## src/rtl/octo_alu_pkg.sv

```systemverilog
`timescale 1ns/1ps
package octo_alu_pkg;

  typedef enum logic [2:0] {
    OP_CMP = 3'b000,
    OP_SUB = 3'b001,
    OP_SHL = 3'b010,
    OP_SHR = 3'b011,
    OP_AND = 3'b100,
    OP_OR  = 3'b101,
    OP_NOT = 3'b110,
    OP_ADD = 3'b111
  } alu_op_e;

  localparam int NUM_OPS = 8;

  // {carry, sum}
  function automatic logic [16:0] add_ext(input logic [15:0] a, input logic [15:0] b,
                                          input int unsigned w);
    logic [16:0] s;
    s = {1'b0, a} + {1'b0, b};
    // move the carry of width w into bit 16
    add_ext = {s[w], 16'(s[15:0] & ((17'h1 << w) - 17'h1))};
  endfunction

  // {borrow, difference}
  function automatic logic [16:0] sub_ext(input logic [15:0] a, input logic [15:0] b,
                                          input int unsigned w);
    logic [16:0] d;
    d = {1'b0, a} - {1'b0, b};
    sub_ext = {d[16], 16'(d[15:0] & ((17'h1 << w) - 17'h1))};
  endfunction

  // {lt, gt}, decided from the top bit down
  function automatic logic [1:0] mag_cmp(input logic [15:0] a, input logic [15:0] b,
                                         input int unsigned w);
    logic gt, lt;
    gt = 1'b0;
    lt = 1'b0;
    for (int i = 15; i >= 0; i--) begin
      if (i < int'(w) && !gt && !lt) begin
        if (a[i] && !b[i]) gt = 1'b1;
        else if (!a[i] && b[i]) lt = 1'b1;
      end
    end
    mag_cmp = {lt, gt};
  endfunction

endpackage

```

## src/rtl/octo_alu_arith.sv

```systemverilog
`timescale 1ns/1ps
module octo_alu_arith #(
  parameter int W = 2
) (
  input  logic [W-1:0] a,
  input  logic [W-1:0] b,
  output logic [W-1:0] sum,
  output logic         carry,
  output logic [W-1:0] diff,
  output logic         borrow
);
  import octo_alu_pkg::*;

  logic [16:0] add_full;
  logic [16:0] sub_full;

  always_comb begin
    add_full = add_ext(16'(a), 16'(b), W);
    sub_full = sub_ext(16'(a), 16'(b), W);
  end

  assign sum    = add_full[W-1:0];
  assign carry  = add_full[16];
  assign diff   = sub_full[W-1:0];
  assign borrow = sub_full[16];

  logic unused_hi;
  assign unused_hi = ^{add_full[15:W], sub_full[15:W]};
endmodule

```

## src/rtl/octo_alu_logic.sv

```systemverilog
`timescale 1ns/1ps
module octo_alu_logic #(
  parameter int W = 2
) (
  input  logic [W-1:0] a,
  input  logic [W-1:0] b,
  output logic [W-1:0] and_res,
  output logic [W-1:0] or_res,
  output logic [W-1:0] not_res,
  output logic [W-1:0] shl_res,
  output logic         shl_out,
  output logic [W-1:0] shr_res,
  output logic         shr_out
);
  assign and_res = a & b;
  assign or_res  = a | b;
  assign not_res = ~a;

  assign shl_res = {a[W-2:0], 1'b0};
  assign shl_out = a[W-1];
  assign shr_res = {1'b0, a[W-1:1]};
  assign shr_out = a[0];
endmodule

```

## src/rtl/octo_alu_cmp.sv

```systemverilog
`timescale 1ns/1ps
module octo_alu_cmp #(
  parameter int W = 2
) (
  input  logic [W-1:0] a,
  input  logic [W-1:0] b,
  output logic         gt,
  output logic         lt,
  output logic         eq,
  output logic [W-1:0] code
);
  import octo_alu_pkg::*;

  logic [1:0] lg;
  always_comb lg = mag_cmp(16'(a), 16'(b), W);

  assign gt = lg[0];
  assign lt = lg[1];
  assign eq = ~(lg[0] | lg[1]);

  always_comb begin
    code    = '0;
    code[0] = lg[0];
    code[1] = lg[1];
  end
endmodule

```

## src/rtl/octo_alu_bitsel.sv

```systemverilog
`timescale 1ns/1ps
module octo_alu_bitsel #(
  parameter int N  = 8,
  localparam int SW = $clog2(N)
) (
  input  logic [N-1:0]  cand,
  input  logic [SW-1:0] sel,
  output logic          y
);
  assign y = cand[sel];
endmodule

```

## src/rtl/octo_alu.sv

```systemverilog
`timescale 1ns/1ps
module octo_alu #(
  parameter int W = 2
) (
  input  logic [W-1:0] opnd_a,
  input  logic [W-1:0] opnd_b,
  input  logic [2:0]   op_sel,
  output logic [W-1:0] result,
  output logic         cy_out,
  output logic         flag_gt,
  output logic         flag_lt,
  output logic         flag_eq
);
  import octo_alu_pkg::*;

  // sub-unit outputs, named for the checker
  logic [W-1:0] add_sum, sub_diff, and_res, or_res, not_res, shl_res, shr_res, cmp_code;
  logic         add_cy, sub_bw, shl_out, shr_out;
  logic         cmp_gt, cmp_lt, cmp_eq;

  octo_alu_arith #(.W(W)) u_arith (
    .a(opnd_a), .b(opnd_b),
    .sum(add_sum), .carry(add_cy), .diff(sub_diff), .borrow(sub_bw)
  );

  octo_alu_logic #(.W(W)) u_logic (
    .a(opnd_a), .b(opnd_b),
    .and_res(and_res), .or_res(or_res), .not_res(not_res),
    .shl_res(shl_res), .shl_out(shl_out), .shr_res(shr_res), .shr_out(shr_out)
  );

  octo_alu_cmp #(.W(W)) u_cmp (
    .a(opnd_a), .b(opnd_b),
    .gt(cmp_gt), .lt(cmp_lt), .eq(cmp_eq), .code(cmp_code)
  );

  // one selector per result bit, one more for the carry line
  for (genvar i = 0; i < W; i++) begin : g_bit
    logic [NUM_OPS-1:0] cand;
    assign cand = {add_sum[i], not_res[i], or_res[i], and_res[i],
                   shr_res[i], shl_res[i], sub_diff[i], cmp_code[i]};
    octo_alu_bitsel #(.N(NUM_OPS)) u_sel (
      .cand(cand), .sel(op_sel), .y(result[i])
    );
  end

  logic [NUM_OPS-1:0] cy_cand;
  assign cy_cand = {add_cy, 1'b0, 1'b0, 1'b0, shr_out, shl_out, sub_bw, 1'b0};
  octo_alu_bitsel #(.N(NUM_OPS)) u_cy_sel (
    .cand(cy_cand), .sel(op_sel), .y(cy_out)
  );

  assign flag_gt = cmp_gt;
  assign flag_lt = cmp_lt;
  assign flag_eq = cmp_eq;
endmodule

```

## config.mk

```make
export PLATFORM = sky130hd
export DESIGN_NAME = octo_alu
export DESIGN_NICKNAME = d
export VERILOG_FILES = /design/src/rtl/octo_alu_pkg.sv /design/src/rtl/octo_alu_arith.sv /design/src/rtl/octo_alu_logic.sv /design/src/rtl/octo_alu_cmp.sv /design/src/rtl/octo_alu_bitsel.sv /design/src/rtl/octo_alu.sv
export SDC_FILE = /design/constraint.sdc
export NUM_CORES = 1
export LEC_CHECK = 0
export BUFFER_PORTS_ARGS = -buffer_cell sky130_fd_sc_hd__buf_4
export CORE_AREA = 2 2 39 41
export DETAILED_ROUTE_END_ITERATION = 7
export DIE_AREA = 0 0 41 43
export GPL_ROUTABILITY_DRIVEN = 0
export PLACE_DENSITY = 0.67
export SYNTH_ARGS = -nofsm -noshare
export SYNTH_HDL_FRONTEND = slang
export SYNTH_HIERARCHICAL = 1
export SYNTH_SLANG_ARGS = --single-unit
export TNS_END_PERCENT = 20
```

## constraint.sdc

```tcl
create_clock -name vclk -period 2.2
set_input_delay 0.22 -clock vclk [all_inputs]
set_output_delay 0.22 -clock vclk [all_outputs]
set_load 0.05 [all_outputs]
```

==> run_results.csv, run 1 <==
group,metric,value,unit
finish,multiInputGateArea,388,um^2
finish,antennaDiodeCount,0,
critical_path,crit_path_end_kind,"output port",
global_route,grtUsageMet1,15.5,%
sta,fmax,463,MHz
place,placed_area,564,um^2
drt,antenna_left,0,
finish,drive_gt1_share,47.4,%
critical_path,critical_path_arrival,1940,ps
floorplan,core,1380,um^2
global_route,grt_pass1_vias,330,
finish,synthToLayoutAreaGrowth,30.6,%
global_route,grt_max_degree,7,
sta,rsz0062_at_grt,"yes",
pwr,p_total,0.000171,W
global_route,top_usage_layer,"met2",
finish,nClkBuffers,0,
place,place_ws,-57.7,ps
floorplan,num_io_pins,13,
drt,drc,0,
finish,design.seq.count,0,
sta,fin_crit_sh,98.2,%
pwr,ir_worst_vdd,0.147,mV
run,cap_violations,0,
floorplan,initial_core_util,33.1,%
floorplan,die_w,41,um
global_route,grt_use_met2,20.6,%
pwr,power_density,287,nW/um^2
logic_synthesis,avgSynthCellArea,10.4,um^2
finish,final_common_cell,"buf_4",
global_route,grt_use_total,11.4,%
sta,final-max-slew-violation-count,0,
logic_synthesis,syn-cell-area,458,um^2
logic_synthesis,syn-instance-count,44,
global_route,grt.overflow.total,0,
floorplan,row_count,14,
logic_synthesis,ys_warn_count,6,
drt,drtIter0Drc,3,
hold_path,min_from,"op_sel[1]",
finish,nets,72,
global_route,grt_pass1_wl,1.44,mm
finish,n_fill_cell,151,
finish,mostFrequentLayoutCells,"buf_4, inv_1, conb_1",
sta,min_period,2160,ps
place,hpwl,738,um
global_route,grtUsageMet3,0,%
critical_path,start_kind,"primary input",
sta,worst_slack,40.2,ps
pwr,leakage,0.310,nW
critical_path,path_class,"in2out",
clock_network,cts-hold-fix-buffers,0,
logic_synthesis,yosysSeqAreaShare,0,%
sta,setup_tns,0,ps
finish,ff_latch_area,0,um^2
drt,wire_per_inst,11.7,um
critical_path,cp_max_fo,4,
sta,setup_viol,0,
sta,hold_viol_final,0,
logic_synthesis,synth.distinct_cells,15,
drt,drtPass1Iterations,2,
global_route,grt_antenna_before_repair,0,
sta,timing.hold.ws,835,ps
drt,via_per_inst,4.62,
finish,stdcell_area,598,um^2
critical_path,crit_path_start,"opnd_a[0]",
critical_path,worstPathRequired,1980,ps
hold_path,hp-class,"in2out",
floorplan,die_h,43,um
status,status,"completed",
place,io_buffer_count,13,
drt,routed_wl,852,um
floorplan,dieArea,1760,um^2
drt,num_vias,337,
## area by class of cell
cell class / instances / share of cell area (%)
inverters: 9 / 6.07
multi-input cells: 30 / 64.9
repair buffers: 18 / 25.7
well taps: 16 / 3.35
## report_power, final
part | internal (W) | leakage [nW] | switching, W
Sequential | 0 | 0 | 0
Combinational | 0.0000791 | 0.310 | 0.0000924
Clock | 0 | 0 | 0
Total | 0.0000791 | 0.310 | 0.0000924
## worst paths after layout
path | end | depth (start not counted)
hold / removal | result[1] | 3
setup / recovery | result[1] | 8
## per-layer routing
| layer | wire length [um] | part of all wire [%] | up-vias |
|---|---|---|---|
| met4 | 0 | 0 | 0 |
| met1 | 352 | 41 | 159 |
| met3 | 53 | 6.2 | 0 |
| met5 | 0 | 0 | - |
| met2 | 447 | 52 | 12 |
| li1 | - | - | 166 |
## Yosys cell counts, drive strengths merged
cell,number,share of area (%)
ha,4,11
buf,9,15
xor2,1,1.9
a211oi,1,2.7
and2,2,3.0
mux2,3,7.4
fa,2,8.7
nand2,1,0.82
mux4,6,34
or2,2,2.7
conb,2,1.6
a31o,1,1.9
inv,9,7.4
o21bai,1,1.6
## critical path: stages
cell    delay [ps]
buf_8           90
inv_4           30
ha_4           140
fa_1           530
inv_1           40
mux4_2         440
mux2_4         290
buf_8          150
## per-stage QoR
step | instances | utilization, %
final | 73 | 43.2
after global routing | 73 | 43.2
after CTS | 73 | 41.3
after detailed placement | 73 | 40.8
after global placement | 73 | 40.8
after floorplan | 48 | -
## logic make-up (layout without fill, tap and decap cells)
family | count (synthesis) | after routing | synth area share [%]
fa+ha+maj | 6 | 6 | 19.7
other cells | 2 | 6 | 1.64
buf+inv | 18 | 27 | 22.1
simple gates | 5 | 5 | 6.56
mux | 9 | 9 | 41.8
xor+xnor | 1 | 1 | 1.91
compound gates | 3 | 3 | 6.28
## what timing repair did
| action | in CTS | in global routing |
|---|---|---|
| setup endpoints to repair | 1 | 2 |
| pin swaps | 0 | 2 |
| resized for setup | 4 | 7 |
| setup buffers | 0 | 0 |
(Power assumes the default switching activity.)
==> run 2, diff against run 1 <==
==> constraint.sdc (replaced) <==
create_clock -name vclk -period 2.8
set_input_delay 0.28 -clock vclk [all_inputs]
set_output_delay 0.28 -clock vclk [all_outputs]
set_load 0.05 [all_outputs]
==> run 2 against run 1 <==
  * Die area unchanged
  * Critical path depth unchanged
  * Combinational power decreased by 32%
  * Power decreased by 32%
  * Critical path type unchanged
==> run_results.csv, run 2 (synthesis results as in run 1) <==
group,metric,value,unit
status,status,"completed",
run,cap_violations,0,
finish,antennaDiodeCount,0,
floorplan,die_w,41,um
global_route,grt_pass1_wl,1.23,mm
drt,antenna_left,0,
finish,nClkBuffers,0,
sta,final-max-slew-violation-count,0,
finish,design.seq.count,0,
pwr,leakage,0.277,nW
pwr,pwr-share-clk,0,%
drt,num_vias,309,
finish,drive_gt1_share,34.6,%
pwr,pwr-share-seq,0,%
clock_network,cts_resized,0,
sta,hold_viol_final,0,
global_route,grt_antenna_before_repair,0,
drt,drtPass1Iterations,2,
drt,drc,0,
sta,setup_tns,0,ps
global_route,grt_max_degree,11,
sta,rsz0062_at_grt,"no",
finish,final_common_cell,"buf_4",
pwr,internal_power,0.0000494,W
place,io_buffer_count,13,
hold_path,whs_endpoint,"flag_lt",
drt,via_per_inst,4.54,
drt,wire_per_inst,11.0,um
pwr,ir_worst_vdd,0.0880,mV
finish,synthToLayoutAreaGrowth,14.2,%
finish,ff_latch_area,0,um^2
clock_network,post-cts-setup-buffers,0,
floorplan,row_count,14,
critical_path,start_kind,"primary input",
floorplan,core,1380,um^2
floorplan,die_h,43,um
global_route,grt_use_total,9.38,%
hold_path,min_from,"opnd_a[0]",
sta,fmax,416,MHz
hold_path,min_path_cells,3,
place,place_inst,68,
floorplan,initial_core_util,33.1,%
clock_network,cts-hold-fix-buffers,0,
drt,routed_wl,750,um
sta,fin_crit_sh,85.8,%
critical_path,cp_max_fo,10,
pwr,switchingPower,0.0000676,W
hold_path,hp-class,"in2out",
critical_path,worstPathRequired,2520,ps
floorplan,dieArea,1760,um^2
critical_path,critical_path_arrival,2120,ps
global_route,grt_pass1_vias,311,
sta,min_period,2400,ps
finish,nets,67,
finish,mostFrequentLayoutCells,"buf_4, inv_1, mux4_1, conb_1, ha_1",
pwr,combPwrFrac,100.0,%
place,hpwl,619,um
critical_path,path_class,"in2out",
floorplan,num_io_pins,13,
drt,drtIter0Drc,1,
finish,fin_cells,68,
critical_path,crit_path_end_kind,"output port",
pwr,switching_share,57.8,%
sta,setup_viol,0,
global_route,grt.overflow.total,0,
pwr,power_density,224,nW/um^2
[run 2: layout make-up]
class / count / area (um^2)
Fill cell: 147 / 861
Inverter: 9 / 33.8
Multi-Input combinational cell: 30 / 372
Tap cell: 16 / 20.0
Timing Repair Buffer: 13 / 97.6
[run 2: worst max-delay path by stage]
stage / slack (ps) / endpoint / cells after the start / startpoint
after floorplan: 340 / result[1] / 7 / opnd_a[1]
after global placement: 400 / result[1] / 8 / opnd_a[0]
after detailed placement: 390 / result[1] / 8 / opnd_a[0]
final: 400 / result[1] / 8 / opnd_a[0]
after global routing: 340 / result[1] / 8 / opnd_a[0]
after CTS: 390 / result[1] / 8 / opnd_a[0]
[run 2: critical path: stages]
cell    delay, ps
buf_4         130
inv_1          50
ha_1          200
fa_1          480
inv_1          40
mux4_1        490
mux2_2        270
buf_4         190
[run 2: metrics by stage]
stage               setup WS, ps  hold slack [ps]  total power (W)  cell area (um^2)  utilization [%]
finish                       398              975         0.000117               523             37.8
global route                 341              988         0.000127               523             37.8
CTS                          394              979         0.000118               523             37.8
detailed placement           394              979         0.000118               523             37.8
global placement             395              977         0.000116               523             37.8
floorplan                    344              831        0.0000903               473                -
[run 2: routing by layer]
layer	vias up	GRT usage, %	wire [um]
met4	0	0	0
met2	9	17.5	372
met1	143	11.8	318
met3	0	0.524	59
met5	-	0	0
li1	157	-	-
[run 2: power groups by stage]
stage | registers [W] | clock network (W) | logic, W
3_3_place_gp | 0 | 0 | 0.000116
5_1_grt | 0 | 0 | 0.000127
2_1_floorplan | 0 | 0 | 0.0000903
4_1_cts | 0 | 0 | 0.000118
3_5_place_dp | 0 | 0 | 0.000118
6_report | 0 | 0 | 0.000117
